===== src/rtl/stk_pkg.sv =====
package stk_pkg;

   localparam int unsigned FRAME_MAX = 5;
   localparam int unsigned STEP_W    = $clog2(FRAME_MAX);

   typedef enum logic [2:0] {
      OP_NONE,
      OP_CALL,
      OP_INTR,
      OP_RET,
      OP_RETI
   } op_e;

   typedef enum logic [2:0] {
      SEL_PCL,
      SEL_PCH,
      SEL_X,
      SEL_A,
      SEL_CCR
   } sel_e;

   function automatic logic [STEP_W-1:0] frame_len(op_e op);
      case (op)
         OP_CALL, OP_RET:  return STEP_W'(2);
         OP_INTR, OP_RETI: return STEP_W'(5);
         default:          return '0;
      endcase
   endfunction

   function automatic logic is_push(op_e op);
      return (op == OP_CALL) || (op == OP_INTR);
   endfunction

   // Push order by slot: PCL, PCH, X, A, CCR. Pulls walk it backwards.
   function automatic sel_e slot_sel(logic [STEP_W-1:0] slot);
      case (slot)
         STEP_W'(0): return SEL_PCL;
         STEP_W'(1): return SEL_PCH;
         STEP_W'(2): return SEL_X;
         STEP_W'(3): return SEL_A;
         default:    return SEL_CCR;
      endcase
   endfunction

   function automatic sel_e byte_sel(op_e op, logic [STEP_W-1:0] step);
      case (op)
         OP_RETI: return slot_sel(STEP_W'(4) - step);
         OP_RET:  return slot_sel(STEP_W'(1) - step);
         default: return slot_sel(step);
      endcase
   endfunction

endpackage


===== src/rtl/stk_ptr.sv =====
module stk_ptr #(
   parameter int unsigned PTR_W = 6
) (
   input  logic             clk,
   input  logic             rst_n,
   input  logic             load_top,
   input  logic             dec,
   input  logic             inc,
   output logic [PTR_W-1:0] sp_q,
   output logic [PTR_W-1:0] sp_up
);

   localparam logic [PTR_W-1:0] TOP = {PTR_W{1'b1}};
   localparam logic [PTR_W-1:0] ONE = {{(PTR_W-1){1'b0}}, 1'b1};

   assign sp_up = sp_q + ONE;

   always_ff @(posedge clk) begin
      if (!rst_n)        sp_q <= TOP;
      else if (load_top) sp_q <= TOP;
      else if (dec)      sp_q <= sp_q - ONE;
      else if (inc)      sp_q <= sp_up;
   end

endmodule


===== src/rtl/stk_ctl.sv =====
module stk_ctl
   import stk_pkg::*;
(
   input  logic              clk,
   input  logic              rst_n,
   input  logic              rsp_cmd,
   input  logic              call_req,
   input  logic              intr_req,
   input  logic              ret_req,
   input  logic              reti_req,
   output op_e               op_q,
   output logic [STEP_W-1:0] step_q,
   output logic              busy_q,
   output logic              start,
   output logic              rsp_go,
   output logic              done_q
);

   op_e  nxt_op;
   logic last;

   // Priority among requests seen in the same idle cycle.
   always_comb begin
      nxt_op = OP_NONE;
      rsp_go = 1'b0;
      if (!busy_q) begin
         if (rsp_cmd)       rsp_go = 1'b1;
         else if (intr_req) nxt_op = OP_INTR;
         else if (call_req) nxt_op = OP_CALL;
         else if (reti_req) nxt_op = OP_RETI;
         else if (ret_req)  nxt_op = OP_RET;
      end
   end

   assign start = (nxt_op != OP_NONE);
   assign last  = busy_q && (step_q == frame_len(op_q) - STEP_W'(1));

   always_ff @(posedge clk) begin
      if (!rst_n) begin
         busy_q <= 1'b0;
         op_q   <= OP_NONE;
         step_q <= '0;
         done_q <= 1'b0;
      end else begin
         done_q <= last;
         if (start) begin
            busy_q <= 1'b1;
            op_q   <= nxt_op;
            step_q <= '0;
         end else if (busy_q) begin
            if (last) begin
               busy_q <= 1'b0;
               op_q   <= OP_NONE;
               step_q <= '0;
            end else begin
               step_q <= step_q + STEP_W'(1);
            end
         end
      end
   end


   hold_op_chk: assert property (@(posedge clk) disable iff (!rst_n)
      (busy_q && !last) |=> (op_q == $past(op_q)));


   done_one_cycle_chk: assert property (@(posedge clk) disable iff (!rst_n)
      done_q |=> !done_q);

endmodule


===== src/rtl/stk_frame.sv =====
module stk_frame
   import stk_pkg::*;
#(
   parameter int unsigned DATA_W   = 8,
   parameter int unsigned PC_W     = 16,
   parameter bit          SNAPSHOT = 1'b1
) (
   input  logic              clk,
   input  logic              rst_n,
   input  logic              capture,
   input  logic [PC_W-1:0]   pc_in,
   input  logic [DATA_W-1:0] x_in,
   input  logic [DATA_W-1:0] acc_in,
   input  logic [DATA_W-1:0] ccr_in,
   input  sel_e              sel,
   output logic [DATA_W-1:0] wdata
);

   logic [DATA_W-1:0] pcl_v, pch_v, x_v, a_v, c_v;

   generate
      if (SNAPSHOT) begin : g_snap
         always_ff @(posedge clk) begin
            if (!rst_n) begin
               pcl_v <= '0;
               pch_v <= '0;
               x_v   <= '0;
               a_v   <= '0;
               c_v   <= '0;
            end else if (capture) begin
               pcl_v <= pc_in[DATA_W-1:0];
               pch_v <= pc_in[PC_W-1:DATA_W];
               x_v   <= x_in;
               a_v   <= acc_in;
               c_v   <= ccr_in;
            end
         end
      end else begin : g_live
         assign pcl_v = pc_in[DATA_W-1:0];
         assign pch_v = pc_in[PC_W-1:DATA_W];
         assign x_v   = x_in;
         assign a_v   = acc_in;
         assign c_v   = ccr_in;
      end
   endgenerate

   always_comb begin
      case (sel)
         SEL_PCL: wdata = pcl_v;
         SEL_PCH: wdata = pch_v;
         SEL_X:   wdata = x_v;
         SEL_A:   wdata = a_v;
         default: wdata = c_v;
      endcase
   end

endmodule


===== src/rtl/stk_restore.sv =====
module stk_restore
   import stk_pkg::*;
#(
   parameter int unsigned DATA_W = 8,
   parameter int unsigned PC_W   = 16
) (
   input  logic              clk,
   input  logic              rst_n,
   input  logic              take,
   input  sel_e              sel,
   input  logic [DATA_W-1:0] rdata,
   output logic [PC_W-1:0]   pc_out,
   output logic [DATA_W-1:0] x_out,
   output logic [DATA_W-1:0] acc_out,
   output logic [DATA_W-1:0] ccr_out
);

   always_ff @(posedge clk) begin
      if (!rst_n) begin
         pc_out  <= '0;
         x_out   <= '0;
         acc_out <= '0;
         ccr_out <= '0;
      end else if (take) begin
         case (sel)
            SEL_PCL: pc_out[DATA_W-1:0]    <= rdata;
            SEL_PCH: pc_out[PC_W-1:DATA_W] <= rdata;
            SEL_X:   x_out                 <= rdata;
            SEL_A:   acc_out               <= rdata;
            default: ccr_out               <= rdata;
         endcase
      end
   end

endmodule


===== src/rtl/stk_engine.sv =====
module stk_engine
   import stk_pkg::*;
#(
   parameter int unsigned                    DATA_W   = 8,
   parameter int unsigned                    PC_W     = 16,
   parameter int unsigned                    ADDR_W   = 16,
   parameter int unsigned                    PTR_W    = 6,
   parameter logic [ADDR_W-PTR_W-1:0]        PAGE_VAL = 10'b0000000011,
   parameter bit                             SNAPSHOT = 1'b1
) (
   input  logic              clk,
   input  logic              rst_n,
   input  logic              rsp_cmd,
   input  logic              call_req,
   input  logic              intr_req,
   input  logic              ret_req,
   input  logic              reti_req,
   input  logic [PC_W-1:0]   pc_in,
   input  logic [DATA_W-1:0] x_in,
   input  logic [DATA_W-1:0] acc_in,
   input  logic [DATA_W-1:0] ccr_in,
   input  logic [DATA_W-1:0] mem_rdata,
   output logic [ADDR_W-1:0] mem_addr,
   output logic [DATA_W-1:0] mem_wdata,
   output logic              mem_we,
   output logic              mem_re,
   output logic [PC_W-1:0]   pc_out,
   output logic [DATA_W-1:0] x_out,
   output logic [DATA_W-1:0] acc_out,
   output logic [DATA_W-1:0] ccr_out,
   output logic              done
);

   localparam int unsigned PAGE_W = ADDR_W - PTR_W;

   generate
      if (PC_W != 2 * DATA_W) begin : g_bad_pc
         $error("stk_engine: PC_W must be twice DATA_W");
      end
      if (PTR_W < 3 || PTR_W >= ADDR_W) begin : g_bad_ptr
         $error("stk_engine: PTR_W out of range");
      end
   endgenerate

   op_e               op_q;
   logic [STEP_W-1:0] step_q;
   logic              busy_q, start, rsp_go, push_act, pull_act;
   logic [PTR_W-1:0]  sp_q, sp_up;
   sel_e              sel;

   stk_ctl u_ctl (
      .clk      (clk),
      .rst_n    (rst_n),
      .rsp_cmd  (rsp_cmd),
      .call_req (call_req),
      .intr_req (intr_req),
      .ret_req  (ret_req),
      .reti_req (reti_req),
      .op_q     (op_q),
      .step_q   (step_q),
      .busy_q   (busy_q),
      .start    (start),
      .rsp_go   (rsp_go),
      .done_q   (done)
   );

   assign push_act = busy_q && is_push(op_q);
   assign pull_act = busy_q && !is_push(op_q);
   assign sel      = byte_sel(op_q, step_q);

   stk_ptr #(.PTR_W(PTR_W)) u_ptr (
      .clk      (clk),
      .rst_n    (rst_n),
      .load_top (rsp_go),
      .dec      (push_act),
      .inc      (pull_act),
      .sp_q     (sp_q),
      .sp_up    (sp_up)
   );

   stk_frame #(.DATA_W(DATA_W), .PC_W(PC_W), .SNAPSHOT(SNAPSHOT)) u_frame (
      .clk     (clk),
      .rst_n   (rst_n),
      .capture (start),
      .pc_in   (pc_in),
      .x_in    (x_in),
      .acc_in  (acc_in),
      .ccr_in  (ccr_in),
      .sel     (sel),
      .wdata   (mem_wdata)
   );

   stk_restore #(.DATA_W(DATA_W), .PC_W(PC_W)) u_restore (
      .clk     (clk),
      .rst_n   (rst_n),
      .take    (pull_act),
      .sel     (sel),
      .rdata   (mem_rdata),
      .pc_out  (pc_out),
      .x_out   (x_out),
      .acc_out (acc_out),
      .ccr_out (ccr_out)
   );

   assign mem_addr = {PAGE_VAL, (pull_act ? sp_up : sp_q)};
   assign mem_we   = push_act;
   assign mem_re   = pull_act;


   no_dual_strobe_chk: assert property (@(posedge clk) disable iff (!rst_n)
      !(mem_we && mem_re));


   push_step_chk: assert property (@(posedge clk) disable iff (!rst_n)
      mem_we |=> (mem_addr[PTR_W-1:0] ==
                  $past(mem_addr[PTR_W-1:0]) - {{(PTR_W-1){1'b0}}, 1'b1}));


   rsp_top_chk: assert property (@(posedge clk) disable iff (!rst_n)
      rsp_go |=> (mem_addr == {PAGE_VAL, {PTR_W{1'b1}}}));


   done_idle_chk: assert property (@(posedge clk) disable iff (!rst_n)
      done |-> !(mem_we || mem_re) || start);


   page_chk: assert property (@(posedge clk) disable iff (!rst_n)
      (mem_we || mem_re) |-> (mem_addr[ADDR_W-1:PTR_W] == PAGE_W'(PAGE_VAL)));

endmodule


===== config.mk =====
export PLATFORM = sky130hd
export DESIGN_NAME = stk_engine
export DESIGN_NICKNAME = d
export VERILOG_FILES = /design/src/rtl/stk_pkg.sv /design/src/rtl/stk_ptr.sv /design/src/rtl/stk_ctl.sv /design/src/rtl/stk_frame.sv /design/src/rtl/stk_restore.sv /design/src/rtl/stk_engine.sv
export SDC_FILE = /design/constraint.sdc
export NUM_CORES = 1
export LEC_CHECK = 0
export BUFFER_PORTS_ARGS = -buffer_cell sky130_fd_sc_hd__buf_4
export CAP_MARGIN = 20
export CORE_AREA = 2 2 92 94
export CTS_CLUSTER_DIAMETER = 40
export CTS_CLUSTER_SIZE = 20
export DETAILED_ROUTE_END_ITERATION = 7
export DIE_AREA = 0 0 94 96
export PLACE_DENSITY = 0.83
export SYNTH_ARGS = -nofsm -noshare
export SYNTH_HDL_FRONTEND = slang
export SYNTH_SLANG_ARGS = --single-unit

===== constraint.sdc =====
create_clock -name clk -period 7.42 [get_ports clk]
set_input_delay 1.484 -clock clk [delete_from_list [all_inputs] [get_ports clk]]
set_output_delay 1.484 -clock clk [all_outputs]
set_load 0.005 [all_outputs]

==> results.md <==
- Gpl congestion: roughly 0.84
- Worst setup SP type: register
- Netlist cell types: between 50 and 60
- Switching pwr: between 0.0003 and 0.0004 W
- Max rail drop VDD: 0.141 mV
- Outcome: completed
- DR pass1 iterations: 5
- Worst slew pin tran: ~860 ps
- First-pass GRT wire length: 17.7 mm
- Area grow syn2layout: 24.3%
- Worst hold slack: roughly 460 ps
- CP Data Required Time: just under 6000 ps
- Crit Path Class: reg -> out
- H-tree levels: 3
- Max-slew violation count: 0
- I/O Pins: around 120
- IO Port Bufs: 111
- TritonCTS buffer count: 9
- Initial antenna violation count: 0
- Total GRT Usage: between 20% and 30%
- GRT met2 Usage: a little over two fifths
- Overflow after GRT: 0
- TritonCTS clock tree: yes
- Clock Latency Late Sink: 360 ps
- Min Clock Period, post-route: around 4600 ps
- Final hold vios: 0
- Hold Buf Count CTS: 0
- Max-cap violations: 0
- Via Count: roughly 3900
- Diode count: 0
- Vias in the first global route: 3855
- Met3 GRT Util: approximately 4.8%
- Synthesized netlist cell count: 510
- Post-layout nets: between 600 and 700
- Placed wire-length estimate: around 7.6 mm
- Most common cell after layout, fill and taps aside: nand2_1
- Sequential-to-total area share from yosys stat: 43.1%
- WL per Instance: between 15 and 20 um
- CP arrival: ~3200 ps
- Final wirelength: 10.9 mm
- Sw Ratio: roughly 28%
- GR Util met1: between 30% and 40%
- Die width: about 94 um
- HP Class: reg -> reg
- Commonest cells after routing, fill and taps aside: nand2_1 (127), buf_4 (114), dfxtp_1 (94), a21oi_1 (55), mux2i_1 (48)
- Antenna Violating Nets Remaining: 0
- Placeable Area: 8050 um^2
- Synthesized area per cell: 8.55 um^2
- EDFF count, synth: 0
- Setup_tns: 0 ps
- Via density per instance: around 5.5
- Clk sinks: 94
- Fraction of registers with async set/reset: 0%
- CP Max Fanout: 10
- Clock Path Buffers: 2
- Die area: about 9000 um^2
- GR peak layer: met2
- Leakage power: 2.41 nW
- Clock group share of total power: 33.1%
- Internal: ~0.00080 W
- Dominant synthesized flop cell: dfxtp_1
- Detailed router's first-iteration violation count: 214
- Slew headroom: 42.8%
- Starting Density: 54.2%
- DRC: 0
- Final setup fails: 0
- Reg clk slew, reported paths: approximately 90 ps
- Synth warnings: 0
- Largest net degree at the start of global routing: 68
- Part of the power in registers: slightly below 50%
- Synth Register Bits: between 90 and 100
- # rows: 33
- RSZ-0062 raised after global routing: no
- Root buf cell: clkbuf_8
- Post-cts sizing count: 0
- Clk_skew: roughly 7.2 ps
- Die H: 96 um
- Synth Cell Area: 4360 um^2
- Fillers: approximately 640
- Combinational fraction of design power: 17.3%
- Post-route clock period utilization: 62.5%
- Power per cell area: 204 nW/um^2
- Worst Setup End Kind: output pin
- Max Clock Freq: 216 MHz
- Ratio of cells with drive above 1 in the final layout: between 20% and 30%
- Post-CTS Setup Bufs: 0
-- cell families (layout without fill, tap and decap cells) --
group / count (synthesis) / count (layout) / synth area share, %
multiplexers: 49 / 49 / 11.3
buffers and inverters: 49 / 140 / 5.39
XOR/XNOR: 11 / 11 / 2.21
adder cells (fa/ha/maj): 11 / 11 / 3.16
AO/OA/AOI/OAI: 101 / 101 / 15.0
flip-flops: 94 / 94 / 43.1
other: 2 / 10 / 0.172
AND/OR/NAND/NOR: 193 / 193 / 19.7
-- layout make-up --
cell class,count,area (um^2),share of cell area [%]
clock buffer,11,151,2.79
clock inverter,5,66.3,1.22
inverter,9,33.8,0.623
multi-input combinational,375,2280,42.1
sequential,94,1880,34.7
tap,105,131,2.42
timing repair buffer,115,876,16.2
-- through the flow --
step / cell area, um^2 / total power, W / instances / utilization (%) / worst slack (ps)
2_1_floorplan: 4390 / 0.000674 / 518 / - / 3740
3_3_place_gp: 5180 / 0.000743 / 697 / 64.4 / 3390
3_5_place_dp: 5180 / 0.000748 / 697 / 64.4 / 3290
4_1_cts: 5400 / 0.00111 / 713 / 67.1 / 2860
5_1_grt: 5420 / 0.00115 / 714 / 67.3 / 2570
6_report: 5420 / 0.00110 / 714 / 67.3 / 2780
-- flip-flops by register name (all words and copies together) (netlist names) --
signal             flops
u_restore.ccr_out      8
u_frame.pcl_v          8
u_ctl.busy_q           1
u_ctl.step_q           3
u_frame.a_v            8
u_ctl.done_q           1
u_ctl.op_q             3
u_restore.acc_out      8
u_restore.x_out        8
u_frame.x_v            8
u_frame.c_v            8
u_frame.pch_v          8
u_ptr.sp_q             6
u_restore.pc_out      16
-- critical path, stage by stage, from the launching register on --
cell      delay, ps
dfxtp_1         490
inv_1           130
ha_1            260
ha_1            310
o21ai_0         120
o32ai_1         180
nor2_2          440
nand2_1         330
o221ai_1        360
buf_4           180
-- synth_stat cells, drive strengths merged (2+ instances only) --
cell type / n / area (um^2)
inv: 9 / 33.8
o21ai: 17 / 85.1
buf: 17 / 115
o221ai: 8 / 70.1
and2: 4 / 25.0
dfxtp: 94 / 1880
a21oi: 55 / 275
nor2b: 2 / 12.5
nor4: 3 / 33.8
mux2i: 48 / 480
o2111ai: 3 / 32.5
nand4: 4 / 31.3
o31ai: 2 / 15.0
conb: 2 / 7.51
ha: 11 / 138
nor2: 23 / 88.8
nand2: 128 / 483
nor3: 4 / 20.0
o211ai: 2 / 15.0
or3: 3 / 18.8
clkbuf: 23 / 86.3
xor2: 2 / 17.5
nand3: 15 / 87.6
xnor2: 9 / 78.8
-- power by group through the flow --
stage | Sequential (W) | Combinational, W | Clock (W)
floorplan | 0.000552 | 0.000122 | 0
global placement | 0.000558 | 0.000184 | 0
detailed placement | 0.000559 | 0.000189 | 0
CTS | 0.000547 | 0.000190 | 0.000372
global route | 0.000551 | 0.000210 | 0.000392
finish | 0.000548 | 0.000191 | 0.000366
-- final timing paths --
path	to	slack [ps]	cells after the start	start
worst min register to register	u_frame.c_v[6]	460	2	u_frame.c_v[6]
worst min-delay path	u_frame.c_v[6]	460	2	u_frame.c_v[6]
worst max register to register	u_restore.pc_out[14]	4290	8	u_ctl.step_q[0]
worst max-delay path	mem_wdata[2]	2780	9	u_ctl.step_q[0]
-- routing by layer --
metal / wire (um) / share of wire, % / up-vias
li1: - / - / 1914
met1: 4460 / 41 / 1821
met2: 5630 / 52 / 142
met3: 519 / 4.8 / 28
met4: 293 / 2.7 / 0
met5: 0 / 0 / -
No activity file was read; power rests on OpenSTA's default activity.
